==> src/rtl/hpt_pkg.sv <==
// Shared widths and field positions for the hashed page table search engine.
// Assumes 4-Kbyte pages, 256-Mbyte segments and 8-byte entries in 64-byte groups.
package hpt_pkg;
    localparam int EA_W      = 32;
    localparam int VSID_W    = 24;
    localparam int OFF_W     = 12;
    localparam int SEG_SEL_W = 4;
    localparam int PIDX_W    = EA_W - SEG_SEL_W - OFF_W;   // 16
    localparam int HASH_W    = 19;
    localparam int API_W     = 6;
    localparam int PPN_W     = EA_W - OFF_W;               // 20
    localparam int PTE_W     = 64;
    localparam int GROUP_N   = 8;
    localparam int ENT_W     = $clog2(GROUP_N);            // 3
    localparam int PTE_BYTES = PTE_W / 8;
    localparam int GRP_ALIGN = $clog2(GROUP_N * PTE_BYTES); // 6
    localparam int LG_MIN    = 16;
    localparam int LG_MAX    = HASH_W + GRP_ALIGN;         // 25
    localparam int NSEG      = 1 << SEG_SEL_W;

    // Field positions inside a page table entry
    localparam int PTE_V_BIT   = 63;
    localparam int PTE_VSID_LO = 39;
    localparam int PTE_H_BIT   = 38;
    localparam int PTE_API_LO  = 32;
    localparam int PTE_PPN_LO  = 12;

    typedef enum logic [1:0] {
        ST_IDLE  = 2'd0,
        ST_ISSUE = 2'd1,
        ST_WAIT  = 2'd2,
        ST_FIN   = 2'd3
    } walk_st_e;
endpackage

==> src/rtl/hpt_seg_file.sv <==
// Sixteen segment registers, each holding a VSID.
// One synchronous write port and one combinational read port; reset clears all entries.
module hpt_seg_file
    import hpt_pkg::*;
(
    input  logic                 clk,
    input  logic                 rst_n,
    input  logic                 wr_en,
    input  logic [SEG_SEL_W-1:0] wr_sel,
    input  logic [VSID_W-1:0]    wr_vsid,
    input  logic [SEG_SEL_W-1:0] rd_sel,
    output logic [VSID_W-1:0]    rd_vsid
);
    logic [VSID_W-1:0] seg_q [NSEG];

    for (genvar g = 0; g < NSEG; g++) begin : g_seg
        // Hold one segment register, loaded when its index is written
        always_ff @(posedge clk) begin
            if (!rst_n)
                seg_q[g] <= '0;
            else if (wr_en && wr_sel == SEG_SEL_W'(g))
                seg_q[g] <= wr_vsid;
        end
    end

    // Select the VSID for the requested segment
    assign rd_vsid = seg_q[rd_sel];

    // The register written in one cycle reads back that value in the next
    p_seg_write_r1: assert property (@(posedge clk) disable iff (!rst_n)
        (wr_en && rd_sel == wr_sel) |=> (rd_vsid == $past(wr_vsid)));
endmodule

==> src/rtl/hpt_pteg_hash.sv <==
// Forms the address of a 64-byte entry group from the VSID and page index.
// Assumes the table base is aligned to the table size; the size is clamped to the legal range.
module hpt_pteg_hash
    import hpt_pkg::*;
(
    input  logic [VSID_W-1:0] vsid,
    input  logic [PIDX_W-1:0] pidx,
    input  logic              second,
    input  logic [EA_W-1:0]   tbl_base,
    input  logic [4:0]        tbl_lg2,
    output logic [EA_W-1:0]   grp_addr
);
    logic [HASH_W-1:0] h_prim;
    logic [HASH_W-1:0] h_sel;
    logic [4:0]        lg_eff;
    logic [EA_W-1:0]   span;
    logic [EA_W-1:0]   size_mask;

    // Primary hash, complemented for the secondary group
    always_comb begin
        h_prim = vsid[HASH_W-1:0] ^ {{(HASH_W-PIDX_W){1'b0}}, pidx};
        h_sel  = second ? ~h_prim : h_prim;
    end

    // Clamp the table size to what the hash can cover
    always_comb begin
        if (tbl_lg2 < 5'(LG_MIN))
            lg_eff = 5'(LG_MIN);
        else if (tbl_lg2 > 5'(LG_MAX))
            lg_eff = 5'(LG_MAX);
        else
            lg_eff = tbl_lg2;
    end

    // Mask the shifted hash to the table size and merge it into the base
    always_comb begin
        span      = {{(EA_W-HASH_W-GRP_ALIGN){1'b0}}, h_sel, {GRP_ALIGN{1'b0}}};
        size_mask = (EA_W'(1) << lg_eff) - EA_W'(1);
        grp_addr  = (tbl_base & ~size_mask) | (span & size_mask);
    end
endmodule

==> src/rtl/hpt_pte_cmp.sv <==
// Compares one page table entry with the request and extracts its physical page number.
// Purely combinational; the caller qualifies the result with read-data valid.
module hpt_pte_cmp
    import hpt_pkg::*;
(
    input  logic [PTE_W-1:0]  pte,
    input  logic [VSID_W-1:0] vsid,
    input  logic [API_W-1:0]  api,
    input  logic              second,
    output logic              hit,
    output logic [PPN_W-1:0]  ppn
);
    // Match on valid, VSID, abbreviated index and hash-select
    always_comb begin
        hit = pte[PTE_V_BIT]
           && (pte[PTE_VSID_LO +: VSID_W] == vsid)
           && (pte[PTE_API_LO +: API_W] == api)
           && (pte[PTE_H_BIT] == second);
        ppn = pte[PTE_PPN_LO +: PPN_W];
    end
endmodule

==> src/rtl/hpt_walker.sv <==
// Translates an effective address by a segment lookup and a primary then secondary
// hashed group search, one entry read at a time. Assumes the requester holds its inputs
// until done, and that memory answers each read with exactly one valid beat.
module hpt_walker
    import hpt_pkg::*;
(
    input  logic                 clk,
    input  logic                 rst_n,
    input  logic                 seg_we,
    input  logic [SEG_SEL_W-1:0] seg_sel,
    input  logic [VSID_W-1:0]    seg_vsid,
    input  logic [EA_W-1:0]      tbl_base,
    input  logic [4:0]           tbl_lg2,
    input  logic                 req_valid,
    input  logic [EA_W-1:0]      req_ea,
    input  logic                 req_fetch,
    input  logic                 msr_ir,
    input  logic                 msr_dr,
    output logic                 req_ready,
    output logic                 mem_rd_en,
    output logic [EA_W-1:0]      mem_rd_addr,
    input  logic                 mem_rd_valid,
    input  logic [PTE_W-1:0]     mem_rd_data,
    output logic                 done,
    output logic [EA_W-1:0]      done_pa,
    output logic                 done_fault
);
    walk_st_e          st_q;
    logic [EA_W-1:0]   ea_q;
    logic [VSID_W-1:0] vsid_q;
    logic              sec_q;
    logic [ENT_W-1:0]  ent_q;
    logic [EA_W-1:0]   pa_q;
    logic              fault_q;

    logic [VSID_W-1:0] seg_rd_vsid;
    logic [EA_W-1:0]   grp_addr;
    logic              pte_hit;
    logic [PPN_W-1:0]  pte_ppn;
    logic              xlate_on;
    logic              accept;

    hpt_seg_file u_seg (
        .clk     (clk),
        .rst_n   (rst_n),
        .wr_en   (seg_we),
        .wr_sel  (seg_sel),
        .wr_vsid (seg_vsid),
        .rd_sel  (req_ea[EA_W-1 -: SEG_SEL_W]),
        .rd_vsid (seg_rd_vsid)
    );

    hpt_pteg_hash u_hash (
        .vsid     (vsid_q),
        .pidx     (ea_q[OFF_W +: PIDX_W]),
        .second   (sec_q),
        .tbl_base (tbl_base),
        .tbl_lg2  (tbl_lg2),
        .grp_addr (grp_addr)
    );

    hpt_pte_cmp u_cmp (
        .pte    (mem_rd_data),
        .vsid   (vsid_q),
        .api    (ea_q[OFF_W + PIDX_W - API_W +: API_W]),
        .second (sec_q),
        .hit    (pte_hit),
        .ppn    (pte_ppn)
    );

    // Decode acceptance and whether this request kind is translated
    always_comb begin
        xlate_on = req_fetch ? msr_ir : msr_dr;
        accept   = req_valid && (st_q == ST_IDLE);
    end

    // Search state machine: accept, issue a read, judge the entry, finish
    always_ff @(posedge clk) begin
        if (!rst_n) begin
            st_q    <= ST_IDLE;
            ea_q    <= '0;
            vsid_q  <= '0;
            sec_q   <= 1'b0;
            ent_q   <= '0;
            pa_q    <= '0;
            fault_q <= 1'b0;
        end else begin
            case (st_q)
                ST_IDLE: begin
                    if (accept) begin
                        ea_q    <= req_ea;
                        vsid_q  <= seg_rd_vsid;
                        sec_q   <= 1'b0;
                        ent_q   <= '0;
                        fault_q <= 1'b0;
                        if (xlate_on) begin
                            st_q <= ST_ISSUE;
                        end else begin
                            pa_q <= req_ea;
                            st_q <= ST_FIN;
                        end
                    end
                end
                ST_ISSUE: st_q <= ST_WAIT;
                ST_WAIT: begin
                    if (mem_rd_valid) begin
                        if (pte_hit) begin
                            pa_q <= {pte_ppn, ea_q[OFF_W-1:0]};
                            st_q <= ST_FIN;
                        end else if (ent_q != ENT_W'(GROUP_N - 1)) begin
                            ent_q <= ent_q + ENT_W'(1);
                            st_q  <= ST_ISSUE;
                        end else if (!sec_q) begin
                            sec_q <= 1'b1;
                            ent_q <= '0;
                            st_q  <= ST_ISSUE;
                        end else begin
                            pa_q    <= '0;
                            fault_q <= 1'b1;
                            st_q    <= ST_FIN;
                        end
                    end
                end
                default: st_q <= ST_IDLE;
            endcase
        end
    end

    // Drive the read port and the completion outputs from the state
    always_comb begin
        req_ready   = (st_q == ST_IDLE);
        mem_rd_en   = (st_q == ST_ISSUE);
        mem_rd_addr = grp_addr | {{(EA_W-ENT_W-3){1'b0}}, ent_q, 3'b000};
        done        = (st_q == ST_FIN);
        done_pa     = pa_q;
        done_fault  = fault_q;
    end

    // Completion lasts exactly one cycle
    p_done_pulse_r9: assert property (@(posedge clk) disable iff (!rst_n)
        done |=> !done);
    // No reads while idle
    p_idle_quiet_r9: assert property (@(posedge clk) disable iff (!rst_n)
        req_ready |-> !mem_rd_en);
    // Only one read in flight: a strobe is never followed directly by another
    p_single_read_r4: assert property (@(posedge clk) disable iff (!rst_n)
        mem_rd_en |=> !mem_rd_en);
    // Entry reads are 8-byte aligned
    p_read_align_r4: assert property (@(posedge clk) disable iff (!rst_n)
        mem_rd_en |-> (mem_rd_addr[2:0] == 3'b000));
    // A fault reports a zero address
    p_fault_zero_r8: assert property (@(posedge clk) disable iff (!rst_n)
        (done && done_fault) |-> (done_pa == '0));
    // A pass-through completes the cycle after acceptance
    p_bypass_fast_r2: assert property (@(posedge clk) disable iff (!rst_n)
        (accept && !xlate_on) |=> (done && done_pa == $past(req_ea)));
endmodule

==> config.mk <==
export PLATFORM = sky130hd
export DESIGN_NAME = hpt_walker
export DESIGN_NICKNAME = d
export VERILOG_FILES = /design/src/rtl/hpt_pkg.sv /design/src/rtl/hpt_seg_file.sv /design/src/rtl/hpt_pteg_hash.sv /design/src/rtl/hpt_pte_cmp.sv /design/src/rtl/hpt_walker.sv
export SDC_FILE = /design/constraint.sdc
export NUM_CORES = 1
export LEC_CHECK = 0
export ABC_AREA = 0
export ABC_CLOCK_PERIOD_IN_PS = 3800
export BUFFER_PORTS_ARGS = -buffer_cell sky130_fd_sc_hd__clkbuf_2
export CELL_PAD_IN_SITES_DETAIL_PLACEMENT = 1
export CELL_PAD_IN_SITES_GLOBAL_PLACEMENT = 1
export CORE_ASPECT_RATIO = 0.8
export CORE_UTILIZATION = 34
export CTS_CLUSTER_SIZE = 25
export DETAILED_ROUTE_END_ITERATION = 10
export PLACE_DENSITY_LB_ADDON = 0.1
export SYNTH_ARGS = -nofsm -noshare
export SYNTH_HDL_FRONTEND = slang
export SYNTH_HIERARCHICAL = 1
export SYNTH_SLANG_ARGS = --single-unit
==> constraint.sdc <==
create_clock -name clk -period 3.8 [get_ports clk]
set_input_delay 0.38 -clock clk [delete_from_list [all_inputs] [get_ports clk]]
set_output_delay 0.38 -clock clk [all_outputs]
set_load 0.05 [all_outputs]
* After elaboration in Yosys (flattened, before gate mapping) *
Memories as Yosys holds them, arrays and structs flattened. A register that Yosys moved wholly into a read port is not among the register bits.
Index checks and enable logic that the tools add are counted.

word-level totals
  flip-flop bits (word level) = 67
  bits in writable memories = 384
  bits of input ports = 169
  output and inout port bits = 68
  word-level logic and storage cells = 195
  memories kept = 1

cells by class
  add/subtract/negate cells = 2
  order comparisons = 2
  equality and inequality tests = 31
  shifts and indexed selects = 1
  multiplexer cells = 99
  bitwise gates (word level) = 23
  reductions and logical operators = 30

memories
  memory       depth  width  read ports  clocked after Yosys merged registers in  wr ports  line                text
  u_seg.seg_q  16     24     1           1                                        16        hpt_seg_file.sv:14  logic [VSID_W-1:0] seg_q [NSEG];

operator list
  cell                   number
  $mux 24                16
  $mux 32                6
  $pmux 32 s2            1
  $mux 1                 58
  $and 25x32->32         1
  $and 32x32->32         1
  $eq 4x4->1 const B     8
  $not 32->32            1
  $or 32x32->32          1
  $or 32x6->32           1
  $shl 1x5->32 const A   1
  $sub 32x2->32 const B  1
  $eq 24x24->1           1
  $logic_and 1x1->1      20
  $mux 19                1
  $not 19->19            1
  $xor 19x16->19         1
  $eq 4x3->1 const B     4
  $or 1x1->1             16
  $mux 3                 5
  $mux 2                 6
  $ne 3x3->1 const B     4
  $reduce_and 6->1       2
  $mux 5                 2
  other kinds (20)       29

* Depth between registers and ports, before layout *
  depth after elaboration = 9
  mapped depth = 10
  depth with buffers taken out = 7

* By module *
Netlist, hierarchy kept.

by module, submodules not included
  module         instances  cells each  area each (µm²)  seq. area each (µm²)
  hpt_seg_file   1          1,076       17,191.5         11,531.1
  hpt_walker     1          472         3,892.5          1,821.7
  hpt_pteg_hash  1          100         758.2            0.0
  hpt_pte_cmp    1          62          506.7            0.0

* Worst setup path before layout *
No wires, ideal clock.

  path kind = input-to-reg
  start = input port seg_sel[0]
  end = memory u_seg.seg_q[2][0] (enable)
  setup time = 0.438 ns
  arrival = 2.629 ns
  data required time = 3.362 ns
  slack = 0.732 ns
  stages = 2
  path buffers = 0
  cell sequence = or3b_2 o21ai_0

RTL lines
  element          line                text
  start, declared  hpt_walker.sv:10    input logic [SEG_SEL_W-1:0] seg_sel,
  end, declared    hpt_seg_file.sv:14

* Final worst setup path *
  start = register vsid_q[15] (read register of u_seg.seg_q)
  end = register pa_q[15] (netlist: done_pa[15])

on the way
  word-level cells in the longest chain between the ends = 7
  elaborated cells between the ends (all ways) = 10
  those cells by class = eq/ne (3); mux (3); reduce/logical (4)

ends and longest elaborated chain
  element               line               text
  start, declared       hpt_walker.sv:30   logic [VSID_W-1:0] vsid_q;
  $eq 24x24->1 *        hpt_pte_cmp.sv:16  && (pte[PTE_VSID_LO +: VSID_W] == vsid)
  $logic_and 1x1->1 *   hpt_pte_cmp.sv:16
  $logic_and 1x1->1 *   hpt_pte_cmp.sv:17  && (pte[PTE_API_LO +: API_W] == api)
  $logic_and 1x1->1 *   hpt_pte_cmp.sv:18  && (pte[PTE_H_BIT] == second);
  net pte_hit           hpt_walker.sv:38   logic pte_hit;
  $mux 32               hpt_walker.sv:107  if (pte_hit) begin
  $mux 32               hpt_walker.sv:106  if (mem_rd_valid) begin
  $pmux 32 s2           hpt_walker.sv:88   case (st_q)
  end signal, assigned  hpt_walker.sv:99   pa_q <= req_ea;
  end signal, assigned  hpt_walker.sv:108  pa_q <= {pte_ppn, ea_q[OFF_W-1:0]};
  end, declared         hpt_walker.sv:33   logic [EA_W-1:0] pa_q;

The timed path passes the listed nets; every way through them passes the cells marked *. The select of a mux whose other input is x is not followed.
A chain may end at the register's enable or synchronous reset.

==> results.ini <==
[status]
status = completed

[pwr]
clockPowerShare_pct = 39.7
ir_worst_vdd_uv = 363
power_density_nw_per_um2 = 492
switching_share_pct = 26.2
combPwrFrac_pct = 12.5
pwr-share-seq_pct = 47.7
p_sw_mw = 3.35
power.leakage_nw = 9.42
intPower_mw = 9.40

[setup_path]
r2r-start = vsid_q[15]$_SDFFE_PN0P_
critPathTopFamily = simple AND/OR/NAND/NOR gates
critPathArrivalTime_ns = 3.16
start_kind = register
crit_path_max_incr_delay_ns = 0.50
worst-r2r-setup-slack_ns = 1.09
required_ns = 4.25
crit_path_max_fanout = 32
critical_path_class = reg2reg
crit_start = vsid_q[15]$_SDFFE_PN0P_
crit_slowest_cell = dfxtp_1
critPathCaptureType = register
critPathBufInv = 1
path_cells = xor2_1, nor4_1, nand4_1, nor4_4, a21o_1, buf_4, a22o_4, a311oi_1

[timing]
fin_crit_ns = 2.71
skew_ns = 0.0118
tightest_slew_ns = 0.940
maxSlewHeadroom_pct = 37.2
slew_viol_final = 0
fin_tns_setup_ns = 0
grt_setup_unrepaired = no
post-route-period-util_pct = 71.4
setup_viol = 0
hold_viol = 0
fmax_mhz = 369

[finish]
layout-drive-gt1-share_pct = 25.1
syn_to_final_growth_pct = 16.0
seq_area_um2 = 13400
stdcell_count = 2751
fin_util_pct = 40.1
fin_nets = 2033
diodes = 0
multiInputGateArea_um2 = 8170
fill_cells = 6760

[worst_hold_path]
hp-class = in2reg
worst_hold_startpoint = req_ea[1]

[die]
die_h_um = 231
dieArea_um2 = 66800
fp-row-count = 83
coreArea_um2 = 64600
start_util_pct = 34.6
die_w_um = 289
pin_count = 237

[clock_tree]
clk_latency_ns = 0.60
cts_resized = 0
cts.path.max_buffers = 3
cts_made_buffers = 52
cts.clk_slew.worst_paths_ns = 0.06
htreeDepth = 2
cts_num_sinks = 475
cts_setup_buffers = 0
cts-root-buf = clkbuf_16
ctsHoldBuffers = 12
cts_tree = done

[global_route]
grt_pass1_vias = 15464
grt_pass1_wl_um = 103000
grt_max_degree = 44
antenna_found_initial = 3
gr-total-overflow = 0
grt_use_total_pct = 21.3

[yosys]
ys_ff_latch = 475
synth_flop_cell = edfxtp_1
netlist_area_um2 = 22300
ys_types = 53
seq_area_frac_synth_pct = 59.7
yosysWarnings = 6
synthCells = 1710
syn-mean-instance-area_um2 = 13.1
synth_edf_count = 384
async_reset_ff_share_pct = 0

[detailed_routing]
dr.pass1.iters = 4
drt-wirelength-per-cell_um = 25.6
post_drt_via_cell_ratio = 5.22
dr.first_iter.drc_count = 907
ant_nets = 0
vias = 14347
wirelength_um = 70400
post-route-drc-count = 0

[run]
maxCapViolations = 0

[placement]
dp_cells = 2645
place_congestion = 0.791
dp_hpwl_um = 44200
port_buffers = 199

worst reg2reg max path, delay by kind of cell, from the launching register on:
family                    cells  cell delay [ns]
and+or+nand+nor               3             0.88
DFF                           1             0.50
AOI/OAI and AO/OA             3             0.81
xor gates and xnor gates      1             0.11
buffers and inverters         1             0.26
cell type report:
cell class / count / share of cell area [%]
well taps: 850 / 4.10
multi-input cells: 1052 / 31.5
clock inverters: 29 / 1.07
inverters: 4 / 0.0579
clock buffers: 65 / 5.34
flip-flops and latches: 475 / 51.5
repair buffers: 276 / 6.37
Yosys cell counts (11+ instances only):
cell / n / area, µm²
a21oi_1: 58 / 290
a221oi_1: 32 / 280
a22oi_1: 48 / 360
a311oi_1: 32 / 280
and2_1: 387 / 2420
buf_2: 38 / 190
buf_4: 29 / 218
buf_6: 11 / 124
clkbuf_1: 104 / 390
dfxtp_1: 91 / 1820
edfxtp_1: 384 / 11500
mux4_2: 96 / 2160
nand2_1: 174 / 653
nand3_1: 35 / 175
nor2_1: 20 / 75.1
o21ai_0: 23 / 115
xnor2_1: 38 / 333
xor2_1: 29 / 254
power by group through the flow:
stage / Sequential (mW) / Combinational [mW] / Clock, mW
3_5_place_dp: 6.20 / 1.60 / 0
4_1_cts: 6.09 / 1.62 / 5.21
2_1_floorplan: 6.25 / 0.985 / 0
5_1_grt: 6.12 / 1.71 / 5.39
3_3_place_gp: 6.18 / 1.59 / 0
6_report: 6.08 / 1.60 / 5.07
final timing paths:
| path | to | cells past startpoint |
|---|---|---|
| worst max register to register | done_pa[15]$_SDFFE_PN0P_ | 8 |
| worst max-delay path | done_pa[15]$_SDFFE_PN0P_ | 8 |
| worst min-delay path | ea_q[1]$_SDFFE_PN0P_ | 3 |
| worst min register to register | ea_q[1]$_SDFFE_PN0P_ | 2 |
layout by cell type, fill, tap and decap left out, types with 12 or more instances in the layout:
cell type and n:
and2_1 387, edfxtp_1 384, clkbuf_2 200, nand2_1 174, mux4_2 96, dfxtp_1 91, buf_4 63, a21oi_1 58
clkbuf_16 53, a22oi_1 48, xnor2_1 38, nand3_1 35, a221oi_1 32, a311oi_1 32, xor2_1 29, nor2_1 19
o21ai_2 16, dlygate4sd3_1 12
routing by layer:
| metal | up-vias | part of all wire, % | global-route usage, % |
|---|---|---|---|
| met4 | 4 | 2.3 | 5.67 |
| met1 | 7418 | 46 | 29.2 |
| li1 | 6506 | - | - |
| met2 | 332 | 47 | 34.8 |
| met5 | - | 0.037 | 0 |
| met3 | 87 | 5.0 | 3.44 |
metrics by stage:
step | worst slack (ns) | hold slack [ns] | total power [mW] | area, µm²
after floorplan | 0.732 | 0.437 | 7.24 | 22400
after global placement | 1.01 | 0.443 | 7.77 | 24100
after detailed placement | 1.02 | 0.447 | 7.80 | 24100
after CTS | 1.04 | 0.000774 | 12.9 | 25900
after global routing | 0.962 | 0.0258 | 13.2 | 25900
final | 1.09 | 0.0376 | 12.7 | 25900
registers in the layout (all words and copies together), names as in the netlist:
| signal | count |
|---|---|
| u_seg/seg_q | 384 |
| vsid_q | 24 |
| done_fault | 1 |
| st_q | 2 |
| sec_q | 1 |
| done_pa | 32 |
| ea_q | 28 |
| ent_q | 3 |
logic make-up after synthesis:
family | Yosys count | share of synthesized area (%)
AO/OA/AOI/OAI | 209 | 6.60
XOR/XNOR | 67 | 2.63
adder cells (fa/ha/maj) | 3 | 0.168
buffers and inverters | 186 | 4.19
flip-flops | 475 | 59.7
multiplexers | 109 | 10.3
other | 2 | 0.0336
AND/OR/NAND/NOR | 659 | 16.3
No activity file was read; power rests on OpenSTA's default activity.
